<file path="src/rtl/addr_alias_pkg.sv">
`timescale 1ns/1ps
package addr_alias_pkg;

  typedef struct packed {
    logic io;
    logic iram;
    logic rom;
    logic ram1;
    logic ram0;
  } sel_t;

  localparam sel_t SEL_NONE = '0;

endpackage

</file>
<file path="src/rtl/amd_reset_sync.sv">
`timescale 1ns/1ps
module amd_reset_sync #(
  parameter int STAGES = 2
) (
  input  logic clk,
  input  logic rst_n,
  output logic rst_sync_n
);

  logic [STAGES-1:0] chain_q;
  logic [STAGES-1:0] chain_d;

  always_comb begin
    chain_d = {chain_q[STAGES-2:0], 1'b1};
  end

  always_ff @(posedge clk or negedge rst_n) begin
    if (!rst_n) chain_q <= '0;
    else        chain_q <= chain_d;
  end

  assign rst_sync_n = chain_q[STAGES-1];

endmodule

</file>
<file path="src/rtl/amd_bank_decode.sv">
`timescale 1ns/1ps
module amd_bank_decode #(
  parameter int IDX_W   = 3,
  parameter int NUM_RAM = 2
) (
  input  logic [IDX_W-1:0]   idx,
  input  logic               en,
  output logic [NUM_RAM-1:0] ram_sel,
  output logic               top_slot
);

  localparam logic [IDX_W-1:0] TOP_IDX = '1;

  for (genvar g = 0; g < NUM_RAM; g++) begin : g_bank
    localparam logic [IDX_W-1:0] SLOT = IDX_W'(g);
    assign ram_sel[g] = en && (idx == SLOT);
  end

  assign top_slot = (idx == TOP_IDX);

endmodule

</file>
<file path="src/rtl/amd_periph_decode.sv">
`timescale 1ns/1ps
module amd_periph_decode #(
  parameter int HI_W = 4
) (
  input  logic            en,
  input  logic            region,
  input  logic            ce_a,
  input  logic            ce_b,
  input  logic [HI_W-1:0] hi,
  output logic            rom_sel,
  output logic            iram_sel,
  output logic            io_sel
);

  localparam logic [HI_W-1:0] IRAM_HI = '1;
  localparam logic [HI_W-1:0] IO_HI   = {1'b1, {(HI_W-1){1'b0}}};

  logic live;

  always_comb begin
    live     = en && ce_b;
    rom_sel  = live &&  region &&  ce_a;
    iram_sel = live &&  region && !ce_a && (hi == IRAM_HI);
    io_sel   = live && !region &&  ce_a && (hi == IO_HI);
  end

endmodule

</file>
<file path="src/rtl/amd_port_reg.sv">
`timescale 1ns/1ps
module amd_port_reg #(
  parameter int           W         = 8,
  parameter logic [W-1:0] RESET_VAL = '1
) (
  input  logic         clk,
  input  logic         rst_n,
  input  logic         load,
  input  logic [W-1:0] d,
  output logic [W-1:0] q
);

  logic [W-1:0] q_r;
  logic [W-1:0] q_nxt;

  always_comb begin
    q_nxt = q_r;
    if (load) q_nxt = d;
  end

  always_ff @(posedge clk or negedge rst_n) begin
    if (!rst_n) q_r <= RESET_VAL;
    else        q_r <= q_nxt;
  end

  assign q = q_r;

endmodule

</file>
<file path="src/rtl/addr_alias_decoder.sv">
`timescale 1ns/1ps
module addr_alias_decoder #(
  parameter int ADDR_W    = 13,
  parameter int OFS_W     = 10,
  parameter int WIN_W     = 6,
  parameter int PORT_W    = 8,
  parameter int REMAP_BIT = 4,
  parameter int PORT_OFS  = 2
) (
  input  logic              clk,
  input  logic              rst_n,
  input  logic [ADDR_W-1:0] addr,
  input  logic              cen,
  input  logic              rnw,
  input  logic              wr_stb,
  input  logic [PORT_W-1:0] wdata,
  output logic              sel_ram0,
  output logic              sel_ram1,
  output logic              sel_rom,
  output logic              sel_iram,
  output logic              sel_io,
  output logic [OFS_W-1:0]  offs,
  output logic [PORT_W-1:0] port_out
);
  import addr_alias_pkg::*;

  localparam int IDX_W = ADDR_W - OFS_W;
  localparam int HI_W  = OFS_W - WIN_W;
  localparam logic [WIN_W-1:0] PORT_SLOT = WIN_W'(PORT_OFS);

  logic             rst_sync_n;
  logic [1:0]       ram_sel;
  logic             top_slot;
  logic             ce_a;
  logic             ce_b;
  logic             remap;
  logic             port_load;
  sel_t             sel;

  amd_reset_sync #(.STAGES(2)) u_rst (
    .clk        (clk),
    .rst_n      (rst_n),
    .rst_sync_n (rst_sync_n)
  );

  amd_bank_decode #(.IDX_W(IDX_W), .NUM_RAM(2)) u_bank (
    .idx      (addr[ADDR_W-1:OFS_W]),
    .en       (cen),
    .ram_sel  (ram_sel),
    .top_slot (top_slot)
  );

  // peripheral enables: B whenever no RAM bank answers, A gated in top slot
  always_comb begin
    remap = port_out[REMAP_BIT];
    ce_b  = !(ram_sel[0] || ram_sel[1]);
    ce_a  = !top_slot || remap;
  end

  amd_periph_decode #(.HI_W(HI_W)) u_periph (
    .en       (cen),
    .region   (addr[ADDR_W-1]),
    .ce_a     (ce_a),
    .ce_b     (ce_b),
    .hi       (addr[OFS_W-1:WIN_W]),
    .rom_sel  (sel.rom),
    .iram_sel (sel.iram),
    .io_sel   (sel.io)
  );

  always_comb begin
    sel.ram0  = ram_sel[0];
    sel.ram1  = ram_sel[1];
    port_load = sel.io && !rnw && wr_stb && (addr[WIN_W-1:0] == PORT_SLOT);
  end

  amd_port_reg #(.W(PORT_W), .RESET_VAL('1)) u_port (
    .clk   (clk),
    .rst_n (rst_sync_n),
    .load  (port_load),
    .d     (wdata),
    .q     (port_out)
  );

  assign sel_ram0 = sel.ram0;
  assign sel_ram1 = sel.ram1;
  assign sel_rom  = sel.rom;
  assign sel_iram = sel.iram;
  assign sel_io   = sel.io;
  assign offs     = addr[OFS_W-1:0];

endmodule

</file>
<file path="config.mk">
export PLATFORM = sky130hd
export DESIGN_NAME = addr_alias_decoder
export DESIGN_NICKNAME = d
export VERILOG_FILES = /design/src/rtl/addr_alias_pkg.sv /design/src/rtl/amd_reset_sync.sv /design/src/rtl/amd_bank_decode.sv /design/src/rtl/amd_periph_decode.sv /design/src/rtl/amd_port_reg.sv /design/src/rtl/addr_alias_decoder.sv
export SDC_FILE = /design/constraint.sdc
export NUM_CORES = 1
export LEC_CHECK = 0
export CORE_MARGIN = 4
export CORE_UTILIZATION = 31
export DETAILED_ROUTE_END_ITERATION = 12
export GPL_TIMING_DRIVEN = 0
export PLACE_DENSITY_LB_ADDON = 0.15
export SKIP_LAST_GASP = 1
export SLEW_MARGIN = 20
export SYNTH_ARGS = -nofsm -noshare
export SYNTH_HDL_FRONTEND = slang
export SYNTH_HIERARCHICAL = 1
export SYNTH_SLANG_ARGS = --single-unit
</file>
<file path="constraint.sdc">
create_clock -name clk -period 1.27 [get_ports clk]
set_clock_uncertainty 0.1 [all_clocks]
set_input_delay 0.1905 -clock clk [delete_from_list [all_inputs] [get_ports clk]]
set_output_delay 0.1905 -clock clk [all_outputs]
set_load 0.02 [all_outputs]
</file>
=== Yosys cells after proc, flatten, opt, wreduce, memory -nomap -nowiden ===
Cells that the tools add are included.

* Input port bits: 26
* Register bits after elaboration: 10

* Reduce and logical (&&, ||, !) cells: 21
* Eq/ne operators: 5

{| class="wikitable"
|+ Operator list
! operator !! number
|-
| $logic_and 1x1->1 || 13
|-
| $eq 4x4->1 const B || 2
|-
| $eq 6x2->1 const B || 1
|-
| $logic_not 1->1 || 5
|-
| $eq 3x1->1 const B || 1
|-
| $eq 3x3->1 const B || 1
|-
| $logic_not 3->1 || 1
|-
| $logic_or 1x1->1 || 2
|}

=== Longest topological paths before layout ===
* Depth after elaboration: 11
* Depth in mapped cells: 8
* Gate-level depth less buffers: 7

=== By module ===
The synthesis kept the hierarchy.

{| class="wikitable"
|+ Modules (own cells, without submodules)
! module !! area an instance (sq um) !! sequential area each (sq um) !! instances !! cells an instance
|-
| amd_port_reg || 341.6 || 210.2 || 1 || 17
|-
| addr_alias_decoder || 117.6 || 0.0 || 1 || 15
|-
| amd_reset_sync || 53.8 || 50.0 || 1 || 3
|-
| amd_periph_decode || 50.0 || 0.0 || 1 || 8
|-
| amd_bank_decode || 35.0 || 0.0 || 1 || 3
|}

=== Worst setup path after synthesis ===
Ideal clock, no wire load.

* Kind: flip-flop to flip-flop
* Start: reg u_port.q_r[4] (netlist: u_port/q[4])
* End: reg u_port.q_r[0] (netlist: u_port/q[0])
* Slack: -1105 ps
* Path buffers: 1
* Arrival: 2193 ps
* Setup time: 82 ps
* Cell stages (with the launch flop): 8
* Cell sequence: dfstp_2 -> nand2b_1 -> nand3_1 -> nor4_2 -> nor3b_1 -> and4b_1 -> buf_6 -> mux2_4

* Cells in the longest elaborated chain, start to end: 6

{| class="wikitable"
|+ Ends and longest elaborated chain
! item !! RTL line !! source
|-
| from (decl) || amd_port_reg.sv:13 || <nowiki>logic [W-1:0] q_r;</nowiki>
|-
| from (signal assigned) || amd_port_reg.sv:23 || <nowiki>else q_r <= q_nxt;</nowiki>
|-
| $logic_or 1x1->1 || addr_alias_decoder.sv:57 || <nowiki>ce_a = !top_slot || remap;</nowiki>
|-
| named net ce_a || addr_alias_decoder.sv:34 || <nowiki>logic ce_a;</nowiki>
|-
| $logic_and 1x1->1 (2 in a row) || amd_periph_decode.sv:24 || <nowiki>io_sel = live && !region && ce_a && (hi == IO_HI);</nowiki>
|-
| named net sel_io || addr_alias_decoder.sv:21 || <nowiki>output logic sel_io,</nowiki>
|-
| $logic_and 1x1->1 (3 in a row) || addr_alias_decoder.sv:74 || <nowiki>port_load = sel.io && !rnw && wr_stb && (addr[WIN_W-1:0] == PORT_SLOT);</nowiki>
|-
| named net port_load || addr_alias_decoder.sv:37 || <nowiki>logic port_load;</nowiki>
|}

The timed path passes the listed nets, and every way through them passes these cells.
A chain may end at the register's enable or synchronous reset.

=== Worst setup path after layout ===
* Start: reg u_port.q_r[4] (netlist: u_port/q[4])
* End: reg u_port.q_r[2] (netlist: u_port/q[2])

* Cells in the longest elaborated chain, start to end: 6

{| class="wikitable"
|+ Ends and longest elaborated chain
! item !! RTL line
|-
| $logic_or 1x1->1 || addr_alias_decoder.sv:57
|-
| named net ce_a || addr_alias_decoder.sv:34
|-
| $logic_and 1x1->1 (2 in a row) || amd_periph_decode.sv:24
|-
| $logic_and 1x1->1 (3 in a row) || addr_alias_decoder.sv:74
|-
| named net port_load || addr_alias_decoder.sv:37
|}

The timed path passes the listed nets, and every way through them passes these cells.

==> metrics.md <==
| Metric | Value |
|---|---|
| First drt pass iteration count | 3 |
| Root buf cell | clkbuf_4 |
| Post-route ant nets | 0 |
| Vias post-DR | 554 |
| FMAX | 517 MHz |
| Share of cells above drive strength 1 | 0.653 |
| CP cell instances | nand2b_4 > nand3_4 > nor4_4 > nor3b_2 > and4b_1 > buf_6 > mux2_4 |
| DIE AREA | 2700 sq um |
| R2r worst-path depth | 7 |
| Top area cells in the synthesized netlist | dfstp_2, mux2_4, buf_4 |
| Post-synthesis compound-gate area fraction | 0 |
| Initial antenna violation count | 0 |
| Worst Setup End Kind | flop |
| FF-to-FF End | u_port/q[2] |
| Clk slew on worst S/H paths | 60 ps |
| EDFF count, synth | 0 |
| Count leader, synth | buf_4 |
| IO Pins | 49 |
| Critical path depth | 7 |
| Crit path launch | u_port/q[4] |
| Drt wl/cell | 13.1 microns |
| TritonCTS clock tree | built |
| Slowest CP cell | dfstp_2 |
| Die Ht | 51.9 microns |
| XOR/XNOR share of the synthesized area | 0 |
| Mux share of post-synthesis cell area | 0.201 |
| Placed Cells | 119 |
| Failing checks | setup timing |
| Initial Util | 0.335 |
| DRC | 0 |
| Total clock sinks | 10 |
| Cells after Synth | 46 |
| R2R setup slack | -670 ps |
| Pleak | 0.547 nW |
| Initial DRC count | 2 |
| Synthesized area per cell | 13.0 sq um |
| Worst EP arrival | 2020 ps |
| Post-Synth Simple-Gate Area | 0.207 |
| Fill cell count | 154 |
| Core Region | 1780 sq um |
| Most frequent cells after synthesis | buf_4, dfstp_2, mux2_4 |
| Pre-CTS setup slack | -1510 ps |
| Max clock buf depth | 2 |
| Pwr Density | 693 nW/um^2 |
| Clock Latency Late Sink | 260 ps |
| Final Setup Violations | 13 |
| Cts bufs inserted | 3 |
| Max-slew violations | 0 |
| Async SR Flop Fraction | 1.00 |
| # diodes | 0 |
| Max incr delay on CP | 530 ps |
| Peak supply drop | 0.478 mV |
| Setup WS post-layout | -666 ps |
| Cell row count | 15 |
| Synth Area in Adders | 0 |
| Period utilization | 1.52 |
| Finished layout cell area | 1160 sq um |
| Critical Path End | u_port/q[2] |
| Final Net Count | 128 |
| Crit-path max FO | 8 |
| Status | finished with violations |
| Top cell type's share of synthesized area | 0.351 |
| Top FF cell, synth | dfstp_2 |
| WP data required | 1360 ps |
| Synth area leader | dfstp_2 |
| Largest net degree at the start of global routing | 9 |
| Vias in the first global route | 586 |
| Die outline width | 51.9 microns |
| Hold Vio Cnt, Final | 0 |
| Main combinational cell family by area after synthesis | simple AND/OR/NAND/NOR gates |
| WS Path Type | reg2reg |
| Final min period | 1940 ps |
| Routability cong. | 0.659 |
| Non-filler instance count after layout | 126 |
| First-pass GRT wire length | 2590 microns |
| Synth cell types | 20 |
| # Max-Cap Violations | 0 |
| Setup TNS | -6500 ps |
| Area grow syn2layout | 93.3% |
| Post-DP HPWL | 1380 microns |
| Setup crit start kind | flop |
| Total Routing Usage GR | 0.130 |
| Seq/Total Area, Yosys | 0.435 |
| #FFs+latches synth | 10 |
| Mapped Area | 598 sq um |
| Syn Nets | 72 |
| RSZ-0062 raised after global routing | true |
| DRT Wirelength | 1650 microns |
| Reg2reg start | u_port/q[4] |
| Routed vias/inst | 4.40 |
| Yosys warnings | 6 |
| Critical path buffer and inverter count | 1 |
| # H-tree levels | 1 |
| I/O Buffers | 48 |
| Cell family with most CP delay | simple AND/OR/NAND/NOR gates |
| Worst min path class | reg2reg |
| Placement-stage cell area | 1140 sq um |
| Grt ovf | 0 |
-- repair_timing --
action                     in CTS  in global routing
buffers inserted                2                  1
pin swaps                       6                  1
gates resized for setup       104                  8
setup endpoints to repair      31                 20
hold buffers                    1                  0
hold endpoints to repair        2                  0
-- worst register-to-register path, stage by stage, from the launching register on --
cell,delay [ps]
dfstp_2,530
nand2b_4,130
nand3_4,70
nor4_4,140
nor3b_2,190
and4b_1,230
buf_6,170
mux2_4,310
-- final cells by class --
type	count	area, sq um	area share
inverters	1	3.75	0.00325
multi-input cells	24	307	0.265
clock buffers	4	36.3	0.0314
repair buffers	51	432	0.373
well taps	25	31.3	0.0271
flip-flops and latches	10	260	0.225
plain buffers	11	86.3	0.0747
-- routing by layer --
layer  vias up  wire [microns]  track usage
li1        263               -            -
met5         -               0            0
met4         0               0       0.0655
met3         0             242       0.0430
met2        35             761        0.215
met1       256             646        0.148
-- worst min-delay path by stage --
stage | cells past startpoint | to | slack, ps | startpoint
floorplan | 0 | u_rst/chain_q[0] | -210 | rst_n
global placement | 0 | u_rst/chain_q[1] | 240 | u_rst/chain_q[0]
detailed placement | 0 | u_rst/chain_q[1] | 240 | u_rst/chain_q[0]
CTS | 0 | u_rst/chain_q[1] | 260 | u_rst/chain_q[0]
global route | 0 | u_rst/chain_q[1] | 260 | u_rst/chain_q[0]
finish | 0 | u_rst/chain_q[1] | 250 | u_rst/chain_q[0]
-- layout by cell type, fill, tap and decap left out --
cell / netlist / routed
dlygate4sd2_1: 0 / 9
nand4_1: 1 / 1
dlymetal6s2s_1: 0 / 2
nor3b_2: 0 / 1
buf_2: 0 / 11
dfrtp_1: 2 / 2
buf_4: 10 / 19
buf_6: 1 / 2
nand2_1: 1 / 1
nor2_4: 0 / 1
nor2_1: 2 / 1
and4b_1: 1 / 1
mux2_4: 8 / 8
nand3_4: 0 / 1
and4bb_2: 1 / 1
and3_2: 1 / 1
clkdlybuf4s50_1: 0 / 15
clkbuf_4: 0 / 3
inv_1: 1 / 1
clkbuf_8: 0 / 1
nor4_4: 0 / 2
dlygate4sd3_1: 0 / 1
or3b_4: 0 / 1
dfstp_2: 8 / 8
clkdlybuf4s15_2: 0 / 3
nand2b_4: 0 / 1
conb_1: 1 / 1
nor4b_2: 2 / 2
-- cell families after synthesis --
logic type | after synthesis
multiplexers | 8
other | 1
buffers and inverters | 12
AND/OR/NAND/NOR | 15
flip-flops | 10
-- flip-flops by register name (all words and copies together), names as in the netlist --
signal and cells:
u_port/q 8, u_rst/chain_q 2
-- through the flow --
step	hold slack, ps	utilization	power (mW)
floorplan	-205	-	0.408
global placement	237	0.641	0.540
detailed placement	241	0.641	0.545
CTS	256	0.634	0.813
global route	261	0.648	0.840
finish	250	0.648	0.801
-- power breakdown --
group | switching, mW | leakage (nW) | internal, mW | total [mW]
clock network | 0.104 | 0.0210 | 0.174 | 0.278
registers | 0.00506 | 0.106 | 0.324 | 0.329
logic | 0.0809 | 0.420 | 0.114 | 0.195
No activity file was read; power rests on OpenSTA's default activity.
